**src/rtl/rtcal_pkg.sv**
```systemverilog
package rtcal_pkg;
  localparam int BYTE_W  = 8;
  localparam int SEL_W   = 3;
  localparam int NUM_CTR = 6;

  // counter slots built by the generate loop in the top
  localparam int CI_SEC  = 0;
  localparam int CI_MIN  = 1;
  localparam int CI_DOW  = 2;
  localparam int CI_DATE = 3;
  localparam int CI_MON  = 4;
  localparam int CI_YEAR = 5;

  typedef logic [BYTE_W-1:0] bcd_byte_t;

  typedef enum logic [SEL_W-1:0] {
    SEL_SEC   = 3'd0,
    SEL_MIN   = 3'd1,
    SEL_HOUR  = 3'd2,
    SEL_DOW   = 3'd3,
    SEL_DATE  = 3'd4,
    SEL_MONTH = 3'd5,
    SEL_YEAR  = 3'd6,
    SEL_NONE  = 3'd7
  } field_sel_e;

  localparam bcd_byte_t HOUR_KEEP = 8'h7F;

  function automatic bcd_byte_t bcd_next(bcd_byte_t v);
    bcd_byte_t r;
    if (v[3:0] == 4'd9) r = {v[7:4] + 4'd1, 4'd0};
    else                r = {v[7:4], v[3:0] + 4'd1};
    return r;
  endfunction

  // two-digit BCD year divisible by four: 10t+u = 2t+u (mod 4)
  function automatic logic year_is_leap(bcd_byte_t y);
    logic [4:0] s;
    s = {y[7:4], 1'b0} + {1'b0, y[3:0]};
    return (s[1:0] == 2'b00);
  endfunction

  function automatic bcd_byte_t month_last_date(bcd_byte_t m, bcd_byte_t y);
    bcd_byte_t r;
    case (m)
      8'h02:                      r = year_is_leap(y) ? 8'h29 : 8'h28;
      8'h04, 8'h06, 8'h09, 8'h11: r = 8'h30;
      default:                    r = 8'h31;
    endcase
    return r;
  endfunction

  function automatic field_sel_e ctr_sel(int i);
    field_sel_e r;
    case (i)
      CI_SEC:  r = SEL_SEC;
      CI_MIN:  r = SEL_MIN;
      CI_DOW:  r = SEL_DOW;
      CI_DATE: r = SEL_DATE;
      CI_MON:  r = SEL_MONTH;
      default: r = SEL_YEAR;
    endcase
    return r;
  endfunction

  function automatic bcd_byte_t ctr_low(int i);
    bcd_byte_t r;
    case (i)
      CI_DOW, CI_DATE, CI_MON: r = 8'h01;
      default:                 r = 8'h00;
    endcase
    return r;
  endfunction

  function automatic bcd_byte_t ctr_keep(int i);
    bcd_byte_t r;
    case (i)
      CI_SEC:  r = 8'h7F;
      CI_MIN:  r = 8'h7F;
      CI_DOW:  r = 8'h07;
      CI_DATE: r = 8'h3F;
      CI_MON:  r = 8'h1F;
      default: r = 8'hFF;
    endcase
    return r;
  endfunction

  function automatic bcd_byte_t ctr_top(int i);
    bcd_byte_t r;
    case (i)
      CI_SEC, CI_MIN: r = 8'h59;
      CI_DOW:         r = 8'h07;
      CI_MON:         r = 8'h12;
      default:        r = 8'h99;
    endcase
    return r;
  endfunction
endpackage

```
**src/rtl/rtcal_prescaler.sv**
```systemverilog
module rtcal_prescaler #(
  parameter int DIV_COUNT = 32768
) (
  input  logic clk,
  input  logic rst_n,
  input  logic en_i,
  input  logic clr_i,
  output logic tick_o
);
  localparam int CNT_W = (DIV_COUNT > 2) ? $clog2(DIV_COUNT) : 1;
  localparam logic [CNT_W-1:0] LAST = CNT_W'(DIV_COUNT - 1);

  logic [CNT_W-1:0] cnt_q;
  logic             at_last;

  assign at_last = (cnt_q == LAST);
  assign tick_o  = en_i && at_last;

  always_ff @(posedge clk or negedge rst_n) begin
    if (!rst_n)       cnt_q <= '0;
    else if (clr_i)   cnt_q <= '0;
    else if (en_i)    cnt_q <= at_last ? '0 : cnt_q + 1'b1;
  end
endmodule

```
**src/rtl/rtcal_bcd_field.sv**
```systemverilog
module rtcal_bcd_field
  import rtcal_pkg::*;
#(
  parameter bcd_byte_t LOW_VAL   = 8'h00,
  parameter bcd_byte_t KEEP_MASK = 8'hFF
) (
  input  logic      clk,
  input  logic      rst_n,
  input  logic      step_i,
  input  logic      load_i,
  input  bcd_byte_t load_val_i,
  input  bcd_byte_t top_i,
  output bcd_byte_t val_o,
  output logic      wrap_o
);
  bcd_byte_t cur_q;
  bcd_byte_t nxt;
  logic      at_top;

  assign at_top = (cur_q == top_i);
  assign wrap_o = step_i && at_top;
  assign val_o  = cur_q;

  always_comb begin
    nxt = cur_q;
    if (load_i)      nxt = load_val_i & KEEP_MASK;
    else if (step_i) nxt = at_top ? LOW_VAL : bcd_next(cur_q);
  end

  always_ff @(posedge clk or negedge rst_n) begin
    if (!rst_n) cur_q <= LOW_VAL;
    else        cur_q <= nxt;
  end
endmodule

```
**src/rtl/rtcal_hour_field.sv**
```systemverilog
module rtcal_hour_field
  import rtcal_pkg::*;
(
  input  logic      clk,
  input  logic      rst_n,
  input  logic      step_i,
  input  logic      load_i,
  input  bcd_byte_t load_val_i,
  output bcd_byte_t val_o,
  output logic      day_o
);
  bcd_byte_t  hr_q;
  bcd_byte_t  nxt;
  bcd_byte_t  inc24;
  logic       form12;
  logic       pm;
  logic [4:0] u12;
  logic [4:0] inc12;
  logic [5:0] h24;

  assign form12 = hr_q[6];
  assign pm     = hr_q[5];
  assign u12    = hr_q[4:0];
  assign h24    = hr_q[5:0];
  assign val_o  = hr_q;

  assign inc24 = bcd_next({2'b00, h24});
  assign inc12 = (u12[3:0] == 4'd9) ? 5'h10 : u12 + 5'd1;

  always_comb begin
    day_o = step_i && (form12 ? (pm && (u12 == 5'h11)) : (h24 == 6'h23));
    nxt   = hr_q;
    if (load_i) begin
      nxt = load_val_i & HOUR_KEEP;
    end else if (step_i) begin
      if (form12) begin
        case (u12)
          5'h11:   nxt = {2'b01, ~pm, 5'h12};
          5'h12:   nxt = {2'b01, pm, 5'h01};
          default: nxt = {2'b01, pm, inc12};
        endcase
      end else begin
        nxt = (h24 == 6'h23) ? 8'h00 : {2'b00, inc24[5:0]};
      end
    end
  end

  always_ff @(posedge clk or negedge rst_n) begin
    if (!rst_n) hr_q <= 8'h00;
    else        hr_q <= nxt;
  end
endmodule

```
**src/rtl/rtcal_core.sv**
```systemverilog
module rtcal_core
  import rtcal_pkg::*;
#(
  parameter int DIV_COUNT = 32768
) (
  input  logic       clk,
  input  logic       rst_n,
  input  logic       tb_en,
  input  logic       wr_en,
  input  logic [2:0] wr_sel,
  input  logic [7:0] wr_data,
  output logic [7:0] sec_o,
  output logic [7:0] min_o,
  output logic [7:0] hour_o,
  output logic [7:0] dow_o,
  output logic [7:0] date_o,
  output logic [7:0] month_o,
  output logic [7:0] year_o,
  output logic       tick_o
);
  logic            halt_q;
  logic            sec_wr;
  logic            run_en;
  logic            tick;
  logic            day_carry;
  logic            hour_step;
  logic [NUM_CTR-1:0] fld_step;
  logic [NUM_CTR-1:0] fld_wrap;
  bcd_byte_t       fld_val [NUM_CTR];
  bcd_byte_t       fld_top [NUM_CTR];
  bcd_byte_t       hour_val;

  assign sec_wr = wr_en && (wr_sel == SEL_SEC);
  assign run_en = tb_en && !halt_q && !wr_en;

  always_ff @(posedge clk or negedge rst_n) begin
    if (!rst_n)      halt_q <= 1'b1;
    else if (sec_wr) halt_q <= wr_data[7];
  end

  rtcal_prescaler #(.DIV_COUNT(DIV_COUNT)) u_presc (
    .clk    (clk),
    .rst_n  (rst_n),
    .en_i   (run_en),
    .clr_i  (sec_wr),
    .tick_o (tick)
  );

  // carry chain, all in one cycle
  assign fld_step[CI_SEC]  = tick;
  assign fld_step[CI_MIN]  = fld_wrap[CI_SEC];
  assign hour_step         = fld_wrap[CI_MIN];
  assign fld_step[CI_DOW]  = day_carry;
  assign fld_step[CI_DATE] = day_carry;
  assign fld_step[CI_MON]  = fld_wrap[CI_DATE];
  assign fld_step[CI_YEAR] = fld_wrap[CI_MON];

  for (genvar gi = 0; gi < NUM_CTR; gi++) begin : g_field
    if (gi == CI_DATE) begin : g_top_dyn
      assign fld_top[gi] = month_last_date(fld_val[CI_MON], fld_val[CI_YEAR]);
    end else begin : g_top_fix
      assign fld_top[gi] = ctr_top(gi);
    end

    rtcal_bcd_field #(
      .LOW_VAL   (ctr_low(gi)),
      .KEEP_MASK (ctr_keep(gi))
    ) u_fld (
      .clk        (clk),
      .rst_n      (rst_n),
      .step_i     (fld_step[gi]),
      .load_i     (wr_en && (wr_sel == ctr_sel(gi))),
      .load_val_i (wr_data),
      .top_i      (fld_top[gi]),
      .val_o      (fld_val[gi]),
      .wrap_o     (fld_wrap[gi])
    );
  end

  rtcal_hour_field u_hour (
    .clk        (clk),
    .rst_n      (rst_n),
    .step_i     (hour_step),
    .load_i     (wr_en && (wr_sel == SEL_HOUR)),
    .load_val_i (wr_data),
    .val_o      (hour_val),
    .day_o      (day_carry)
  );

  assign sec_o   = {halt_q, fld_val[CI_SEC][6:0]};
  assign min_o   = fld_val[CI_MIN];
  assign hour_o  = hour_val;
  assign dow_o   = fld_val[CI_DOW];
  assign date_o  = fld_val[CI_DATE];
  assign month_o = fld_val[CI_MON];
  assign year_o  = fld_val[CI_YEAR];
  assign tick_o  = tick;
endmodule

```
**config.mk**
```make
export PLATFORM = sky130hd
export DESIGN_NAME = rtcal_core
export DESIGN_NICKNAME = d
export VERILOG_FILES = /design/src/rtl/rtcal_pkg.sv /design/src/rtl/rtcal_prescaler.sv /design/src/rtl/rtcal_bcd_field.sv /design/src/rtl/rtcal_hour_field.sv /design/src/rtl/rtcal_core.sv
export SDC_FILE = /design/constraint.sdc
export NUM_CORES = 1
export LEC_CHECK = 0
export ABC_CLOCK_PERIOD_IN_PS = 5000
export BUFFER_PORTS_ARGS = -buffer_cell sky130_fd_sc_hd__buf_2
export CORE_UTILIZATION = 35
export DETAILED_ROUTE_END_ITERATION = 12
export GPL_TIMING_DRIVEN = 0
export PLACE_DENSITY_LB_ADDON = 0.1
export SLEW_MARGIN = 40
export SYNTH_ARGS = -nofsm -noshare
export SYNTH_HDL_FRONTEND = slang
export SYNTH_HIERARCHICAL = 1
export SYNTH_SLANG_ARGS = --single-unit
```
**constraint.sdc**
```tcl
create_clock -name clk -period 5 [get_ports clk]
set_clock_uncertainty 0.15 [all_clocks]
set_input_delay 0.75 -clock clk [delete_from_list [all_inputs] [get_ports clk]]
set_output_delay 0.75 -clock clk [all_outputs]
set_load 0.005 [all_outputs]
```
==> results_dict.tcl <==
set metrics [dict create \
    cts_root_buf "clkbuf_16" \
    cts_hold_buffers 0 \
    cts.clk_slew.worst_paths_ns 0.06 \
    initial_core_util_pct 36.2 \
    comb_power_share_pct 23.7 \
    start_kind "flip-flop" \
    globalplace.congestion 0.835 \
    wl_mm 16.1 \
    routedWlPerCell_um 16.0 \
    p_sw_share_pct 31.8 \
    worstHoldPathType "primary input to asynchronous set/reset pin" \
    area_growth_syn_to_layout_pct 20.6 \
    p_sw_w 0.000588 \
    clock_power_share_pct 36.7 \
    crit_path_end_kind "flip-flop" \
    numCtsBuffers 9 \
    row_count 46 \
    clock_latency_ns 0.34 \
    grt_pass1_vias 5075 \
    grt_use_total_pct 19.7 \
    layout-drive-gt1-share_pct 21.2 \
    cts.htree.levels 3 \
    period_share_pct 92.4 \
    drc 0 \
    first_pass_iters 5 \
    grt_pass1_wl_mm 26.1 \
    die_x_um 131 \
    viasPerCell 5.38 \
    grt_start_max_net_pins 55 \
    ir_drop_mv 0.176 \
    powerDensity_mw_per_mm2 264 \
    fin_crit_ns 4.62 \
    drtAntennaViolNets 0 \
    crit_required_ns 5.11 \
    criticalPathCategory "flip-flop to flip-flop" \
    fin_util_pct 43.7 \
    num-nets-final 814 \
    internal-power_w 0.00126 \
    die_area_mm2 0.0171 \
    overflow 0 \
    max_cap_violations 0 \
    max_slew_margin_pct 63.4 \
    port_buffers 70 \
    max_freq_mhz 217 \
    postLayoutCellArea_mm2 0.00701 \
    setup_slack_ns 0.382 \
    tns_ns 0 \
    place_area_mm2 0.00664 \
    die_y_um 131 \
    cp.arrival_ns 4.73 \
    seqPwrFrac_pct 39.5 \
    antenna_found_initial 1 \
    cts_max_path_buffers 2 \
    setup_violations 0 \
    worstPathMaxFanout 10 \
    place_ws_ns -1.25 \
    hold_viol 0 \
    numClockSinks 71 \
    p_leak_nw 2.89 \
    postSynthAreaPerCell_um2 8.92 \
    ios 72 \
    dp_hpwl_mm 11.3 \
    tightest_slew_ns 0.548 \
    cts_tree "yes" \
    holdWs_ns 0.0949 \
    via_count 5381 \
    netlist_area_mm2 0.00581 \
    drt_iter0_markers 464 \
    core_mm2 0.0161 \
    status "complete, no violations" \
    slew_viol_final 0 \
    netlist_instances 652 \
    yosysWarnings 6 \
]
what timing repair did:
item	in CTS	in global routing
pin swaps	1	0
gates resized for setup	7	7
setup buffers	1	1
setup endpoints to repair	15	8
metal layers:
layer  vias up  global-route usage, %  wire, um
li1       2627                      -         -
met1      2595                   25.9      7380
met2       133                   31.7      7590
met3        26                   3.26       703
met4         0                   9.13       390
met5         -                      0         0
registers in the layout, summed over array words and instances (netlist names):
register,count
halt_q,1
g_field.u_fld/val_o,48
u_hour/val_o,7
u_presc/cnt_q,15
power by group through the flow:
stage | Sequential, W | Clock [W] | Combinational [W]
2_1_floorplan | 0.000719 | 0 | 0.000303
3_3_place_gp | 0.000740 | 0 | 0.000423
3_5_place_dp | 0.000742 | 0 | 0.000437
4_1_cts | 0.000732 | 0.000703 | 0.000440
5_1_grt | 0.000745 | 0.000730 | 0.000493
6_report | 0.000733 | 0.000680 | 0.000440
per-stage QoR:
| stage | total power (W) | std cells |
|---|---|---|
| 2_1_floorplan | 0.00102 | 695 |
| 3_3_place_gp | 0.00116 | 981 |
| 3_5_place_dp | 0.00118 | 982 |
| 4_1_cts | 0.00188 | 999 |
| 5_1_grt | 0.00197 | 1001 |
| 6_report | 0.00185 | 1001 |
layout by cell type (no fill, tap or decap), types with 12 or more instances in the layout:
cell type and instances:
nor2_1 50, buf_6 12, inv_1 22, dfrtp_1 67, o22ai_1 24, xnor2_1 59
o211ai_1 17, conb_1 46, buf_2 77, nand2_1 36, a21oi_1 47, nand3_1 13
nor4_1 13, o21ai_0 23, nor3_1 21, nand2b_1 24, ha_1 20
critical path, stage by stage, from the launching register on:
cell and delay (ns):
dfrtp_1 0.46, ha_1 0.25, nand4_1 0.16, nor4_4 0.24, and2_4 0.27, clkinv_2 0.16, nor3_4 0.21, clkinv_2 0.18
nor3_2 0.25, buf_8 0.16, nand2_1 0.09, a21oi_4 0.21, inv_1 0.15, nor3_1 0.20, clkbuf_4 0.24, clkinvlp_4 0.14
nor3_4 0.22, inv_1 0.15, a2111oi_2 0.36, o22ai_1 0.14, a21oi_1 0.14
worst paths after layout:
kind	endpoint	slack (ns)	cells after the start	from
hold / removal	u_hour/val_o[0]$_DFFE_PN0P_	0.09	1	rst_n
max in group asynchronous	halt_q$_DFFE_PN1P_	4.01	2	rst_n
min in group clk	u_presc/cnt_q[14]$_DFFE_PN0P_	0.37	2	u_presc/cnt_q[14]$_DFFE_PN0P_
hold reg to reg	u_presc/cnt_q[14]$_DFFE_PN0P_	0.37	2	u_presc/cnt_q[14]$_DFFE_PN0P_
setup reg to reg	g_field[5].u_fld/val_o[2]$_DFFE_PN0P_	0.38	20	u_presc/cnt_q[0]$_DFFE_PN0P_
setup / recovery	g_field[5].u_fld/val_o[2]$_DFFE_PN0P_	0.38	20	u_presc/cnt_q[0]$_DFFE_PN0P_
area by class of cell:
| type | instances | area [um^2] |
|---|---|---|
| Antenna cell | 1 | 2.50 |
| Buffer | 35 | 262 |
| Clock buffer | 13 | 270 |
| Clock inverter | 3 | 40.0 |
| Fill cell | 1637 | 9040 |
| Inverter | 26 | 104 |
| Multi-Input combinational cell | 563 | 3880 |
| Sequential cell | 71 | 1780 |
| Tap cell | 216 | 270 |
| Timing Repair Buffer | 73 | 399 |
(Power assumes the default switching activity.)
